File: src/rtl/xb_pkg.sv
package xb_pkg;
    localparam int VA_W  = 32;
    localparam int OFF_W = 12;
    localparam int VPN_W = VA_W - OFF_W;

    typedef enum logic {
        VICT_RROBIN = 1'b0,
        VICT_LFSR   = 1'b1
    } vict_mode_e;
endpackage

File: src/rtl/xb_cam.sv
module xb_cam #(
    parameter int ENTRIES = 32,
    localparam int IDX_W = $clog2(ENTRIES),
    localparam int TAG_W = xb_pkg::VPN_W
) (
    input  logic                           clk,
    input  logic                           rst_n,
    input  logic [ENTRIES-1:0]             ent_vld,
    input  logic [ENTRIES-1:0][TAG_W-1:0]  ent_tag,
    input  logic [TAG_W-1:0]               key,
    output logic [ENTRIES-1:0]             match,
    output logic                           any,
    output logic [IDX_W-1:0]               idx
);
    for (genvar g = 0; g < ENTRIES; g++) begin : g_cmp
        assign match[g] = ent_vld[g] && (ent_tag[g] == key);
    end

    always_comb begin
        idx = '0;
        for (int i = 0; i < ENTRIES; i++) begin
            if (match[i]) idx = idx | IDX_W'(i);
        end
    end

    assign any = |match;

    // refills only store missing pages, so at most one slot matches
    assert_single_match_R2: assert property (@(posedge clk) disable iff (!rst_n)
        $onehot0(match));
endmodule

File: src/rtl/xb_victim.sv
module xb_victim #(
    parameter int ENTRIES = 32,
    parameter xb_pkg::vict_mode_e MODE = xb_pkg::VICT_RROBIN,
    localparam int IDX_W = $clog2(ENTRIES)
) (
    input  logic               clk,
    input  logic               rst_n,
    input  logic [ENTRIES-1:0] ent_vld,
    input  logic               fill,
    output logic [IDX_W-1:0]   victim
);
    typedef struct packed {
        logic [IDX_W-1:0] ptr;
        logic [15:0]      lfsr;
    } vst_t;

    vst_t st_d, st_q;
    logic             free_any;
    logic [IDX_W-1:0] free_idx;
    logic [IDX_W-1:0] full_pick;

    always_comb begin
        free_any = 1'b0;
        free_idx = '0;
        for (int i = ENTRIES - 1; i >= 0; i--) begin
            if (!ent_vld[i]) begin
                free_any = 1'b1;
                free_idx = IDX_W'(i);
            end
        end
    end

    if (MODE == xb_pkg::VICT_LFSR) begin : g_lfsr
        assign full_pick = st_q.lfsr[IDX_W-1:0];
    end else begin : g_rr
        assign full_pick = st_q.ptr;
    end

    assign victim = free_any ? free_idx : full_pick;

    always_comb begin
        st_d      = st_q;
        st_d.lfsr = {1'b0, st_q.lfsr[15:1]} ^ (st_q.lfsr[0] ? 16'hB400 : 16'h0000);
        if (fill) st_d.ptr = st_q.ptr + 1'b1;
    end

    always_ff @(posedge clk) begin
        if (!rst_n) begin
            st_q.ptr  <= '0;
            st_q.lfsr <= 16'hACE1;
        end else begin
            st_q <= st_d;
        end
    end

    assert_free_slot_first_R9: assert property (@(posedge clk) disable iff (!rst_n)
        (fill && !(&ent_vld)) |-> !ent_vld[victim]);
    assert_ptr_step_R10: assert property (@(posedge clk) disable iff (!rst_n)
        fill |=> (st_q.ptr == $past(st_q.ptr) + 1'b1));
endmodule

File: src/rtl/xlate_buf.sv
module xlate_buf #(
    parameter int ENTRIES = 32,
    parameter int PPN_W   = 20,
    parameter xb_pkg::vict_mode_e MODE = xb_pkg::VICT_RROBIN,
    localparam int VPN_W = xb_pkg::VPN_W,
    localparam int OFF_W = xb_pkg::OFF_W,
    localparam int PA_W  = PPN_W + OFF_W,
    localparam int IDX_W = $clog2(ENTRIES)
) (
    input  logic                      clk,
    input  logic                      rst_n,
    input  logic                      flush,
    input  logic                      lk_valid,
    input  logic                      lk_write,
    input  logic [xb_pkg::VA_W-1:0]   lk_vaddr,
    output logic                      lk_hit,
    output logic                      lk_fault,
    output logic [PA_W-1:0]           lk_paddr,
    output logic                      rf_req,
    output logic [VPN_W-1:0]          rf_vpn,
    input  logic                      rf_valid,
    input  logic [PPN_W-1:0]          rf_ppn,
    input  logic                      rf_wprot
);
    typedef struct packed {
        logic [ENTRIES-1:0]            vld;
        logic [ENTRIES-1:0][VPN_W-1:0] tag;
        logic [ENTRIES-1:0][PPN_W-1:0] ppn;
        logic [ENTRIES-1:0]            wp;
        logic                          pend;
        logic [VPN_W-1:0]              pvpn;
    } tst_t;

    tst_t st_d, st_q;

    logic [VPN_W-1:0]   key_vpn;
    logic [ENTRIES-1:0] cam_match;
    logic               cam_any;
    logic [IDX_W-1:0]   cam_idx;
    logic [IDX_W-1:0]   victim;
    logic               look_ok;
    logic               sel_wp;
    logic               fill;

    assign key_vpn = lk_vaddr[xb_pkg::VA_W-1:OFF_W];

    xb_cam #(.ENTRIES(ENTRIES)) u_cam (
        .clk    (clk),
        .rst_n  (rst_n),
        .ent_vld(st_q.vld),
        .ent_tag(st_q.tag),
        .key    (key_vpn),
        .match  (cam_match),
        .any    (cam_any),
        .idx    (cam_idx)
    );

    assign fill = rf_valid && st_q.pend && !flush;

    xb_victim #(.ENTRIES(ENTRIES), .MODE(MODE)) u_victim (
        .clk    (clk),
        .rst_n  (rst_n),
        .ent_vld(st_q.vld),
        .fill   (fill),
        .victim (victim)
    );

    assign look_ok = lk_valid && !flush;
    assign sel_wp  = st_q.wp[cam_idx];

    always_comb begin
        lk_hit   = look_ok && cam_any && !(lk_write && sel_wp);
        lk_fault = look_ok && cam_any && lk_write && sel_wp;
        lk_paddr = lk_hit ? {st_q.ppn[cam_idx], lk_vaddr[OFF_W-1:0]} : '0;
    end

    assign rf_req = st_q.pend;
    assign rf_vpn = st_q.pvpn;

    always_comb begin
        st_d = st_q;
        if (flush) begin
            st_d.vld  = '0;
            st_d.pend = 1'b0;
        end else begin
            if (fill) begin
                st_d.vld[victim] = 1'b1;
                st_d.tag[victim] = st_q.pvpn;
                st_d.ppn[victim] = rf_ppn;
                st_d.wp[victim]  = rf_wprot;
                st_d.pend        = 1'b0;
            end
            if (look_ok && !cam_any && !st_q.pend) begin
                st_d.pend = 1'b1;
                st_d.pvpn = key_vpn;
            end
        end
    end

    always_ff @(posedge clk) begin
        if (!rst_n) st_q <= '0;
        else        st_q <= st_d;
    end

    assert_offset_passthru_R1: assert property (@(posedge clk) disable iff (!rst_n)
        lk_hit |-> (lk_paddr[OFF_W-1:0] == lk_vaddr[OFF_W-1:0]));
    assert_req_after_miss_R3: assert property (@(posedge clk) disable iff (!rst_n)
        $rose(rf_req) |-> $past(lk_valid && !flush && !lk_hit && !lk_fault));
    assert_req_held_R3: assert property (@(posedge clk) disable iff (!rst_n)
        (rf_req && !rf_valid && !flush) |=> (rf_req && $stable(rf_vpn)));
    assert_refill_clears_R4: assert property (@(posedge clk) disable iff (!rst_n)
        (rf_req && rf_valid && !flush) |=> !rf_req);
    assert_hit_fault_excl_R6: assert property (@(posedge clk) disable iff (!rst_n)
        !(lk_hit && lk_fault));
    assert_flush_empties_R7: assert property (@(posedge clk) disable iff (!rst_n)
        flush |=> (!lk_hit && !lk_fault && !rf_req));
    assert_flush_cycle_miss_R8: assert property (@(posedge clk) disable iff (!rst_n)
        flush |-> (!lk_hit && !lk_fault));
endmodule

File: config.mk
export PLATFORM = sky130hd
export DESIGN_NAME = xlate_buf
export DESIGN_NICKNAME = d
export VERILOG_FILES = /design/src/rtl/xb_pkg.sv /design/src/rtl/xb_cam.sv /design/src/rtl/xb_victim.sv /design/src/rtl/xlate_buf.sv
export SDC_FILE = /design/constraint.sdc
export NUM_CORES = 2
export LEC_CHECK = 0
export BUFFER_PORTS_ARGS = -buffer_cell sky130_fd_sc_hd__buf_2
export CORE_MARGIN = 3
export CORE_UTILIZATION = 30
export DETAILED_ROUTE_END_ITERATION = 16
export PLACE_DENSITY = 0.57
export SLEW_MARGIN = 15
export SYNTH_ARGS = -nofsm -noshare
export SYNTH_HDL_FRONTEND = slang
export SYNTH_SLANG_ARGS = --single-unit
File: constraint.sdc
create_clock -name clk -period 2.8 [get_ports clk]
set_input_delay 0.14 -clock clk [delete_from_list [all_inputs] [get_ports clk]]
set_output_delay 0.14 -clock clk [all_outputs]
set_load 0.02 [all_outputs]
==> flow_summary_export.csv <==
group,metric,value,unit
power_and_ir_drop,power_switching,9.62,mW
status,status,"complete, but fails checks",
yosys,synth-main-ff-cell,"dfxtp_1",
critical_path,rrSetupSlack,-0.48,ns
routing,wl_per_cell,21.7,um
global_routing,grt_max_degree,169,
final_layout,final_cell_mix,"dfxtp_1, o21ai_0, nand3_1",
worst_hold_path,worstHoldPathCells,5,
cts,clockBufferDepth,3,
critical_path,cpPeakStageDelay,0.53,ns
routing,via_per_inst,5.23,
yosys,synthAdderAreaFrac,0.0212,%
global_routing,grt_pass1_vias,46953,
sta,tns,-328.40,ns
cts,clk_latency,0.79,ns
flow_run,maxCapViolCount,0,
critical_path,cp_cell_sequence,"xor2_1 -> nor2_1 -> nor4bb_4 -> a22oi_1 -> nand3_2 -> nor4_4 -> buf_6 -> buf_12 -> mux2i_2 -> mux2i_1 -> mux2i_1 -> a311o_1 -> o21bai_4 -> buf_12 -> buf_12 -> nor4_4 -> buf_4",
sta,relSlewSlack,30.7,%
critical_path,worst-path-buf-inv,5,
yosys,synth_nets,6781,
yosys,synth_xor_area_share,9.56,%
power_and_ir_drop,p_int,31.4,mW
floorplan,rows,162,
final_layout,final_common_cell,"dfxtp_1",
critical_path,cpMostUsedCell,"buf_12",
sta,tightest_slew,1.04,ns
power_and_ir_drop,clkPwrFrac,47.3,%
yosys,synthMuxAreaShare,5.59,%
yosys,synth_top_family_by_area,"simple AND/OR/NAND/NOR gates",
yosys,synth-simple-area-share,17.0,%
power_and_ir_drop,p_per_area,571,mW/mm2
placed_design,port-buffer-count,113,
floorplan,num_io_pins,114,
sta,setup_viol,1375,
cts,cts-root-buf,"clkbuf_16",
yosys,ys_warn_count,0,
cts,cts.clk_slew.worst_paths,0.06,ns
critical_path,r2r-end,"st_q[965]",
sta,hold_ws,0.0713,ns
sta,fin_worst_skew,0.0275,ns
sta,period_share,174,%
critical_path,end_kind,"primary output",
status,violations,"setup timing",
placed_design,gp_congestion,0.863,
final_layout,area_growth,21.7,%
yosys,synth_compound_area_share,15.2,%
routing,drtPass1Iterations,5,
routing,drc,0,
critical_path,critical_path.top_delay_family,"simple AND/OR/NAND/NOR gates",
floorplan,start_util,30.2,%
cts,cts_sinks,1370,
sta,slew_viol_final,0,
power_and_ir_drop,seqPwrFrac,47.6,%
critical_path,startpoint_type,"flop",
worst_hold_path,hp-class,"input port to flop",
final_layout,n_fill_cell,19605,
routing,routed_wl,207000,um
power_and_ir_drop,p_sw_share,23.5,%
routing,met1_length,89800,um
floorplan,die-height,450,um
routing,antenna_left,0,
floorplan,core-area,0.195,mm2
yosys,async_flop_share,0,%
final_layout,seq_area,0.0275,mm2
yosys,ys_types,71,
yosys,syn-cell-area,0.0591,mm2
global_routing,grt_pass1_wl,307000,um
sta,final.min_clock_period,4.88,ns
power_and_ir_drop,p_total,41.0,mW
routing,met2_length,100000,um
floorplan,die-area,0.202,mm2
critical_path,worstPathRequired,2.66,ns
critical_path,r2r_start,"st_q[1361]",
yosys,synth_cells,6721,
routing,wl_met3,10600,um
power_and_ir_drop,pwr-share-comb,5.1,%
power_and_ir_drop,vdd_drop_max,0.679,mV
critical_path,arrival,4.74,ns
critical_path,slowest_stage,"nor4_4",
floorplan,die_x,450,um
sta,worst_slack,-2.08,ns
final_layout,final_cells,9547,
yosys,synth-seq-area-share,46.4,%
routing,first_iter_violations,4396,
critical_path,rr_worst_depth,15,
yosys,synth_area_per_cell,8.79,um2
routing,vias,49908,
global_routing,grt.total_usage,19.7,%
cts,cts_max_level,4,
placed_design,dp.cells,9253,
routing,top_layer,"met4",
sta,rsz0062_at_grt,"true",
placed_design,hpwlAfterDp,134000,um
final_layout,layout-drive-gt1-share,16.7,%
cts,cts_tree,"built",
critical_path,worstPathMaxFanout,8,
worst_hold_path,holdPathEnd,"rf_vpn[7]",
global_routing,grt_remaining_overflow,0,
sta,hold_viol,0,
cts,cts_made_buffers,145,
global_routing,antenna_found_initial,1,
critical_path,worstSetupPathType,"flop to primary output",
yosys,synth_edf_count,0,
power_and_ir_drop,p_leak,27.3,nW
yosys,synth_seq_cells,1370,
final_layout,multiInputGateArea,0.0290,mm2
worst_hold_path,min_from,"lk_vaddr[19]",
final_layout,fin_nets,6871,
sta,fmax,0.205,GHz
[per-layer routing]
metal	vias to the layer above	GRT usage, %
met1	24286	25.3
met3	319	2.68
met5	-	0
met4	0	6.50
li1	23942	-
met2	1361	34.0
[how the worst max path moves through the flow]
stage / slack, ns / cells past startpoint / end / from
final: -2.08 / 17 / lk_paddr[20] / st_q[956]
after detailed placement: -1.81 / 21 / lk_paddr[15] / lk_vaddr[18]
after global placement: -1.82 / 21 / lk_paddr[15] / lk_vaddr[18]
after CTS: -1.98 / 16 / lk_paddr[15] / st_q[830]
after floorplan: -0.33 / 16 / lk_paddr[14] / lk_vaddr[26]
after global routing: -2.25 / 19 / lk_paddr[20] / st_q[718]
[Yosys cell counts, drive strengths merged, types with 22 or more instances]
| master | number | area, um2 |
|---|---|---|
| dfxtp | 1370 | 27400 |
| a211oi | 39 | 293 |
| a22oi | 46 | 350 |
| nor2 | 83 | 314 |
| inv | 29 | 109 |
| nor3 | 26 | 135 |
| xor2 | 282 | 2480 |
| o21ai | 1357 | 6790 |
| nor2b | 63 | 394 |
| buf | 256 | 1710 |
| o211ai | 22 | 165 |
| mux2 | 60 | 676 |
| clkbuf | 487 | 1830 |
| nand2 | 199 | 747 |
| nor4 | 105 | 753 |
| nand4 | 110 | 694 |
| a21oi | 58 | 290 |
| xnor2 | 362 | 3170 |
| nand3 | 1330 | 6660 |
| a31o | 42 | 368 |
| mux2i | 262 | 2620 |
[flip-flops by register name (all words and copies together) (netlist names)]
register / cells
st_q: 1344
rf_vpn: 20
u_victim.full_pick: 5
rf_req: 1
[cell families after synthesis]
logic type      Yosys count
compound gates         1645
fa+ha+maj                 1
simple gates           1967
buf+inv                 772
xor+xnor                644
flops                  1370
mux                     322
[worst min-delay path: stages]
cell and delay (ns):
buf_2 0.12, buf_12 0.15, buf_12 0.18, mux2i_1 0.13, nor2b_1 0.05
[area by class of cell]
class / count / area share, %
Antenna cell: 2 / 0.00696
Clock buffer: 221 / 6.01
Clock inverter: 36 / 0.597
Inverter: 29 / 0.157
Multi-Input combinational cell: 4579 / 40.3
Sequential cell: 1370 / 38.2
Tap cell: 2624 / 4.57
Timing Repair Buffer: 686 / 10.1
[repair_timing]
item	in CTS	in global routing
pin swaps	35	26
cloned	1	0
resized for setup	123	64
hold buffers	19	0
setup buffers	6	9
setup endpoints to repair	1393	1398
endpoints found under the hold margin	388	0
[power by group through the flow]
stage	Clock, mW	Combinational, mW	Sequential, mW
6_report	19.4	2.10	19.5
5_1_grt	20.4	2.21	19.5
4_1_cts	19.7	2.09	19.5
3_5_place_dp	0	2.05	20.0
3_3_place_gp	0	2.04	20.0
2_1_floorplan	0	1.22	20.0
[per-stage QoR]
step                area, um2  utilization [%]  worst slack (ns)
floorplan               59700                -            -0.329
detailed placement      66100             33.8             -1.81
global placement        66100             33.8             -1.82
finish                  71900             36.8             -2.08
CTS                     71600             36.6             -1.98
global route            71900             36.8             -2.25
(Power assumes the default switching activity.)
